`src/rtl/umpwm_pkg.sv`:
```
package umpwm_pkg;

    // Leg state of the secondary bridge, bit 1 = S1, bit 0 = S2
    typedef enum logic [1:0] {
        LEG_OFF = 2'b00,
        LEG_FWD = 2'b10,
        LEG_REV = 2'b01
    } leg_t;

    // Request controller states
    typedef enum logic [1:0] {
        ST_OFF  = 2'b00,
        ST_HOLD = 2'b01,
        ST_REQ  = 2'b10
    } req_state_t;

endpackage

```
`src/rtl/umpwm_duty_sat.sv`:
```
module umpwm_duty_sat #(
    parameter int DIN_W = 14,
    parameter int D_W   = 12
) (
    input  logic [DIN_W-1:0] duty_raw,
    output logic [D_W-1:0]   duty_sat
);
    localparam logic [DIN_W-2:0] MAG_MAX = (DIN_W-1)'((1 << D_W) - 1);

    generate
        if (DIN_W - 1 > D_W) begin : g_wide
            always_comb begin
                if (duty_raw[DIN_W-1])
                    duty_sat = '0;
                else if (duty_raw[DIN_W-2:0] > MAG_MAX)
                    duty_sat = '1;
                else
                    duty_sat = duty_raw[D_W-1:0];
            end
        end else begin : g_exact
            // magnitude field cannot exceed full scale, only the sign clamps
            always_comb begin
                if (duty_raw[DIN_W-1])
                    duty_sat = '0;
                else
                    duty_sat = D_W'(duty_raw[DIN_W-2:0]);
            end
        end
    endgenerate

endmodule

```
`src/rtl/umpwm_carrier.sv`:
```
module umpwm_carrier #(
    parameter int HALF_CYC = 1000,
    parameter int D_W      = 12,
    parameter int CNT_W    = $clog2(HALF_CYC + 1)
) (
    input  logic             clk,
    input  logic             rst_n,
    input  logic             sq_pol,
    input  logic [D_W-1:0]   duty_sat,
    output logic             pol_edge,
    output logic [CNT_W-1:0] cnt,
    output logic [D_W-1:0]   d_lat,
    output logic             half_pos,
    output logic             started
);
    localparam logic [CNT_W-1:0] CNT_MAX = CNT_W'(HALF_CYC);

    logic pol_q;

    assign pol_edge = sq_pol ^ pol_q;

    always_ff @(posedge clk) begin
        if (!rst_n) begin
            pol_q    <= 1'b0;
            cnt      <= '0;
            d_lat    <= '0;
            half_pos <= 1'b0;
            started  <= 1'b0;
        end else begin
            pol_q <= sq_pol;
            if (pol_edge) begin
                cnt      <= '0;
                d_lat    <= duty_sat;
                half_pos <= sq_pol;
                started  <= 1'b1;
            end else if (cnt != CNT_MAX) begin
                cnt <= cnt + 1'b1;
            end
        end
    end

    // an edge restarts the carrier and takes the new polarity
    a_r6_restart: assert property (@(posedge clk) disable iff (!rst_n)
        pol_edge |=> (cnt == '0) && (half_pos == $past(sq_pol)));

    // the carrier steps by one between edges until it saturates
    a_r6_step: assert property (@(posedge clk) disable iff (!rst_n)
        (!pol_edge && cnt != CNT_MAX) |=> cnt == $past(cnt) + 1'b1);

    // duty stays latched within a half-period
    a_r7_duty_held: assert property (@(posedge clk) disable iff (!rst_n)
        !pol_edge |=> $stable(d_lat));

endmodule

```
`src/rtl/umpwm_leg_select.sv`:
```
module umpwm_leg_select
    import umpwm_pkg::*;
#(
    parameter int HALF_CYC = 1000,
    parameter int D_W      = 12,
    parameter int CNT_W    = $clog2(HALF_CYC + 1)
) (
    input  logic [CNT_W-1:0] cnt,
    input  logic [D_W-1:0]   d_lat,
    input  logic             half_pos,
    input  logic             started,
    output leg_t             want
);
    localparam int CMP_W = CNT_W + D_W;

    logic [CMP_W-1:0] lead;
    logic [CMP_W-1:0] limit;
    logic             in_first;

    // scaled carrier against duty times half-period, no divider needed
    assign lead     = {cnt, {D_W{1'b0}}};
    assign limit    = CMP_W'(d_lat) * CMP_W'(HALF_CYC);
    assign in_first = lead < limit;

    always_comb begin
        if (!started)
            want = LEG_OFF;
        else if (in_first == half_pos)
            want = LEG_FWD;
        else
            want = LEG_REV;
    end

endmodule

```
`src/rtl/umpwm_req_fsm.sv`:
```
module umpwm_req_fsm
    import umpwm_pkg::*;
(
    input  logic clk,
    input  logic rst_n,
    input  leg_t want,
    input  logic req_ack,
    output logic req_valid,
    output leg_t leg_req
);
    req_state_t state, state_nxt;

    always_comb begin
        state_nxt = state;
        unique case (state)
            ST_OFF:  if (want != LEG_OFF) state_nxt = ST_REQ;
            ST_HOLD: if (want != leg_req) state_nxt = ST_REQ;
            ST_REQ:  if (req_ack)         state_nxt = ST_HOLD;
            default: state_nxt = ST_OFF;
        endcase
    end

    always_ff @(posedge clk) begin
        if (!rst_n)
            state <= ST_OFF;
        else
            state <= state_nxt;
    end

    always_ff @(posedge clk) begin
        if (!rst_n)
            leg_req <= LEG_OFF;
        else if (state != ST_REQ && want != leg_req)
            leg_req <= want;
    end

    always_comb req_valid = (state == ST_REQ);

    // pending request is frozen until acknowledged
    a_r9_hold_until_ack: assert property (@(posedge clk) disable iff (!rst_n)
        (req_valid && !req_ack) |=> req_valid && $stable(leg_req));

    // request drops right after the acknowledge
    a_r9_drop_after_ack: assert property (@(posedge clk) disable iff (!rst_n)
        (req_valid && req_ack) |=> !req_valid);

    // a requested state always has exactly one leg on
    a_r3_legs_exclusive: assert property (@(posedge clk) disable iff (!rst_n)
        req_valid |-> $onehot(leg_req));

endmodule

```
`src/rtl/unfold_pwm_mod.sv`:
```
module unfold_pwm_mod
    import umpwm_pkg::*;
#(
    parameter int HALF_CYC = 1000,
    parameter int DIN_W    = 14,
    parameter int D_W      = 12
) (
    input  logic             clk,
    input  logic             rst_n,
    input  logic             sq_pol,
    input  logic [DIN_W-1:0] duty_in,
    input  logic             req_ack,
    output logic             req_valid,
    output logic [1:0]       leg_req
);
    localparam int CNT_W = $clog2(HALF_CYC + 1);
    localparam logic [D_W-1:0] D_FULL = '1;

    logic [D_W-1:0]   duty_sat;
    logic             pol_edge;
    logic [CNT_W-1:0] cnt;
    logic [D_W-1:0]   d_lat;
    logic             half_pos;
    logic             started;
    leg_t             want;
    leg_t             leg_q;

    umpwm_duty_sat #(.DIN_W(DIN_W), .D_W(D_W)) u_sat (
        .duty_raw (duty_in),
        .duty_sat (duty_sat)
    );

    umpwm_carrier #(.HALF_CYC(HALF_CYC), .D_W(D_W), .CNT_W(CNT_W)) u_car (
        .clk      (clk),
        .rst_n    (rst_n),
        .sq_pol   (sq_pol),
        .duty_sat (duty_sat),
        .pol_edge (pol_edge),
        .cnt      (cnt),
        .d_lat    (d_lat),
        .half_pos (half_pos),
        .started  (started)
    );

    umpwm_leg_select #(.HALF_CYC(HALF_CYC), .D_W(D_W), .CNT_W(CNT_W)) u_sel (
        .cnt      (cnt),
        .d_lat    (d_lat),
        .half_pos (half_pos),
        .started  (started),
        .want     (want)
    );

    umpwm_req_fsm u_fsm (
        .clk       (clk),
        .rst_n     (rst_n),
        .want      (want),
        .req_ack   (req_ack),
        .req_valid (req_valid),
        .leg_req   (leg_q)
    );

    assign leg_req = leg_q;

    // bridge stays idle before the first polarity edge
    a_r2_quiet_before_start: assert property (@(posedge clk) disable iff (!rst_n)
        !started |-> (!req_valid && leg_req == 2'b00));

    // negative samples clamp to zero duty
    a_r8_clamp_low: assert property (@(posedge clk) disable iff (!rst_n)
        (pol_edge && duty_in[DIN_W-1]) |=> d_lat == '0);

    // oversized samples clamp to full scale
    a_r8_clamp_high: assert property (@(posedge clk) disable iff (!rst_n)
        (pol_edge && !duty_in[DIN_W-1] && duty_in[DIN_W-2:0] > (DIN_W-1)'(D_FULL))
        |=> d_lat == D_FULL);

endmodule

```
`config.mk`:
```
export PLATFORM = sky130hd
export DESIGN_NAME = unfold_pwm_mod
export DESIGN_NICKNAME = d
export VERILOG_FILES = /design/src/rtl/umpwm_pkg.sv /design/src/rtl/umpwm_duty_sat.sv /design/src/rtl/umpwm_carrier.sv /design/src/rtl/umpwm_leg_select.sv /design/src/rtl/umpwm_req_fsm.sv /design/src/rtl/unfold_pwm_mod.sv
export SDC_FILE = /design/constraint.sdc
export NUM_CORES = 1
export LEC_CHECK = 0
export BUFFER_PORTS_ARGS = -buffer_cell sky130_fd_sc_hd__buf_2
export CORE_MARGIN = 2
export CORE_UTILIZATION = 60
export CTS_BUF_LIST = sky130_fd_sc_hd__clkbuf_8
export DETAILED_ROUTE_END_ITERATION = 10
export GPL_ROUTABILITY_DRIVEN = 0
export PLACE_DENSITY = 0.79
export SLEW_MARGIN = 20
export SYNTH_ARGS = -nofsm -noshare
export SYNTH_HDL_FRONTEND = slang
export SYNTH_SLANG_ARGS = --single-unit
```
`constraint.sdc`:
```
create_clock -name clk -period 7.05 [get_ports clk]
set_input_delay 0.705 -clock clk [delete_from_list [all_inputs] [get_ports clk]]
set_output_delay 0.705 -clock clk [all_outputs]
set_load 0.005 [all_outputs]
```
==> impl_metrics.ini <==
[logic_synthesis]
synthCells = 377
synthesis.nets = 490
yosys_warnings = 0
ys_types = 48
synth_seq_cells = 29
avgSynthCellArea_um2 = 9.14
netlist_area_mm2 = 0.00344
yosysSeqAreaShare = 0.169

[die]
num_rows = 27
dieArea_mm2 = 0.00636
die_h_um = 79.8
ios = 21
core_mm2 = 0.00554
initial_core_util = 0.622
die_w_um = 79.8

[power_and_ir_drop]
power_leakage_nw = 1.81
seqPwrFrac = 0.248
ir_drop_uv = 121
p_clk_frac = 0.184
switching_power_uw = 322
power.density_mw_per_mm2 = 201
comb_power_share = 0.568
swShare = 0.432
p_int_uw = 423

[routing]
vias_per_cell = 5.58
vias = 2634
drt-pass1-iter-count = 4
wl_per_cell_um = 13.9
drtAntennaViolNets = 0
drt_iter0_drc = 63
drc_errors = 0
routed_wl_um = 6540

[grt]
grt_start_max_net_pins = 23
grt_pass1_wl_um = 11900
grtUsageTotal = 0.238
antenna_found_initial = 0
grt_pass1_vias = 2674
grt_overflow = 0

[setup_path]
cp_top_family = adder cells
crit_type = reg -> reg
cp-start-kind = flop
path_cells = inv_1 -> fa_1 -> fa_1 -> inv_1 -> fa_1 -> inv_1 -> fa_1 -> inv_1 -> ha_1 -> nor2b_1 -> nor4_1 -> nand2_1 -> a41oi_1 -> xor2_1 -> ha_1 -> nand4_1 -> nor2_1 -> o2111ai_1 -> a211o_1 -> a211oi_2 -> mux2_1 -> nand2_1
reg2reg_depth = 22
rrSetupSlack_ps = 1100
endpoint_kind = flop
cp_data_required_time_ps = 7280
crit_buf_inv = 4
critPathMaxFanout = 4
crit_arrival_ps = 6190
crit_path_top_delay_cell = fa_1
r2r_start = u_car.d_lat[5]
cp_slowest_stage_delay_ps = 540
r2r-end = u_fsm.state[0]

[placed_design]
place_ws_ps = 1150
dp.final_hpwl_um = 5480
portBuffers = 20
dp_cells = 464

[worst_hold_path]
min_from = u_fsm.leg_req[1]
hold_path_class = reg -> reg
holdPathEnd = u_fsm.leg_req[1]
whs_path_depth = 2

[job]
max_cap_violations = 0

[timing]
slew_headroom = 0.452
setup_viol = 0
max_freq_mhz = 168
fin_worst_skew_ps = 3.98
final.setup.tns_ps = 0
rsz0062_at_grt = false
worst_pin_slew_ps = 820
post-route-min-period_ps = 5950
min_period_over_period = 0.844
timing.final.hold_violations = 0
slew_viol_final = 0
finalWorstSetupSlack_ps = 1100

[finish]
syn2layout_area_growth_pct = 7.48
nFillCells = 468
drive_gt1_frac = 0.0850
stdcell_count = 472
fin_nets = 512
diodes = 0

[clock_network]
cts_hold_buf = 0
htree_levels = 2
worstSkewPairLatency_ps = 290
root_buffer = clkbuf_8
clk_path_buf_depth = 2
cts_resized = 0
cts_tree = done
cts_buffers = 5
clkSinkCount = 29
clk_pin_slew_ps = 70
cts_setup_buffers = 0

[run_status]
run_status = finished, final reports clean
how the worst max path moves through the flow:
| stage | from | endpoint | slack (ps) | cells after the start |
|---|---|---|---|---|
| 2_1_floorplan | u_car.d_lat[1] | u_fsm.state[0] | 1690 | 21 |
| 3_3_place_gp | u_car.d_lat[5] | u_fsm.state[0] | 1270 | 22 |
| 3_5_place_dp | u_car.d_lat[5] | u_fsm.state[0] | 1150 | 22 |
| 4_1_cts | u_car.d_lat[5] | u_fsm.state[0] | 1130 | 22 |
| 5_1_grt | u_car.d_lat[0] | u_fsm.state[0] | 710 | 23 |
| 6_report | u_car.d_lat[5] | u_fsm.state[0] | 1100 | 22 |
kinds of logic (layout without fill, tap and decap cells):
family	after synthesis	after routing	synth area share
AOI/OAI and AO/OA	71	71	0.139
and+or+nand+nor	91	91	0.129
muxes	3	3	0.00944
DFF	29	29	0.169
buffers and inverters	66	89	0.0719
xor gates and xnor gates	21	21	0.0534
adders and majority gates	96	96	0.429
tightest hold or removal path, delay by kind of cell, from the launching register on:
| family | cells | cell delay, ps |
|---|---|---|
| DFF | 1 | 330 |
| and+or+nand+nor | 1 | 60 |
| AOI/OAI and AO/OA | 1 | 50 |
registers in the layout, summed over array words and instances, names as in the netlist:
name and cells:
u_car.half_pos 1, u_car.d_lat 12, u_fsm.state 2, u_car.started 1, u_car.cnt 10, u_car.pol_q 1, u_fsm.leg_req 2
final cells by class:
class                   count  area (um2)  area share
clock buffers               5        68.8      0.0186
clock inverters             3        17.5     0.00473
inverters                  61         229      0.0618
multi-input cells         282        2620       0.707
flip-flops and latches     29         581       0.157
well taps                  72        90.1      0.0243
repair buffers             20         100      0.0270
cells in the mapped netlist, drive strengths merged:
library cell  instances  share of area
a2111oi               1         0.0044
a211o                 2         0.0051
a211oi                6          0.016
a21boi                3         0.0065
a21o                  8          0.017
a21oi                20          0.029
a32oi                 1         0.0025
a41oi                 2         0.0051
and2                  4         0.0073
and3                  4         0.0073
and3b                 1         0.0025
clkbuf                5         0.0054
dfxtp                29           0.17
fa                   37           0.22
ha                   58           0.21
inv                  61          0.066
maj3                  1         0.0029
mux2                  2         0.0065
mux2i                 1         0.0029
nand2                16          0.017
nand2b                7          0.013
nand3                 7          0.010
nand3b                1         0.0022
nand4                 2         0.0036
nand4b                1         0.0025
nor2                 33          0.036
nor2b                 3         0.0054
nor3                  3         0.0044
nor4                  2         0.0036
nor4b                 1         0.0025
o2111ai               1         0.0025
o211a                 1         0.0029
o211ai                1         0.0022
o21a                  2         0.0044
o21ai                 6         0.0087
o21bai                2         0.0044
o22ai                14          0.025
o31ai                 1         0.0022
or2                   2         0.0036
or3                   3         0.0054
or3b                  1         0.0025
xnor2                 8          0.020
xor2                 13          0.033
routing by layer:
metal | routed length [um] | vias to the layer above | share of wire | global-route usage
met3 | 243 | 8 | 0.037 | 0.0441
met4 | 81 | 0 | 0.012 | 0.0661
met5 | 0 | - | 0 | 0
met1 | 2970 | 1264 | 0.45 | 0.315
met2 | 3240 | 48 | 0.50 | 0.399
li1 | - | 1314 | - | -
metrics by stage:
| step | utilization | instance area [um2] | hold WS [ps] | total power [mW] |
|---|---|---|---|---|
| finish | 0.668 | 3700 | 485 | 0.745 |
| detailed placement | 0.653 | 3620 | 480 | 0.608 |
| CTS | 0.668 | 3700 | 489 | 0.751 |
| global route | 0.668 | 3700 | 538 | 0.827 |
| global placement | 0.653 | 3620 | 472 | 0.593 |
| floorplan | - | 3440 | 459 | 0.516 |
layout by cell type, fill, tap and decap left out, types with 8 or more instances in the layout:
cell type | synthesis | routed
a21o_1 | 8 | 8
a21oi_1 | 20 | 20
buf_2 | 0 | 20
dfxtp_1 | 29 | 29
fa_1 | 37 | 37
ha_1 | 58 | 58
inv_1 | 61 | 61
nand2_1 | 16 | 16
nor2_1 | 33 | 33
o22ai_1 | 14 | 14
xnor2_1 | 8 | 8
xor2_1 | 13 | 13
power groups by stage:
stage	sequential [mW]	combinational (mW)	clock, mW
after detailed placement	0.188	0.420	0
after floorplan	0.185	0.331	0
final	0.185	0.423	0.137
after global placement	0.188	0.405	0
after global routing	0.186	0.493	0.148
after CTS	0.184	0.427	0.139
Note: power is estimated with default switching activity, not from simulation.
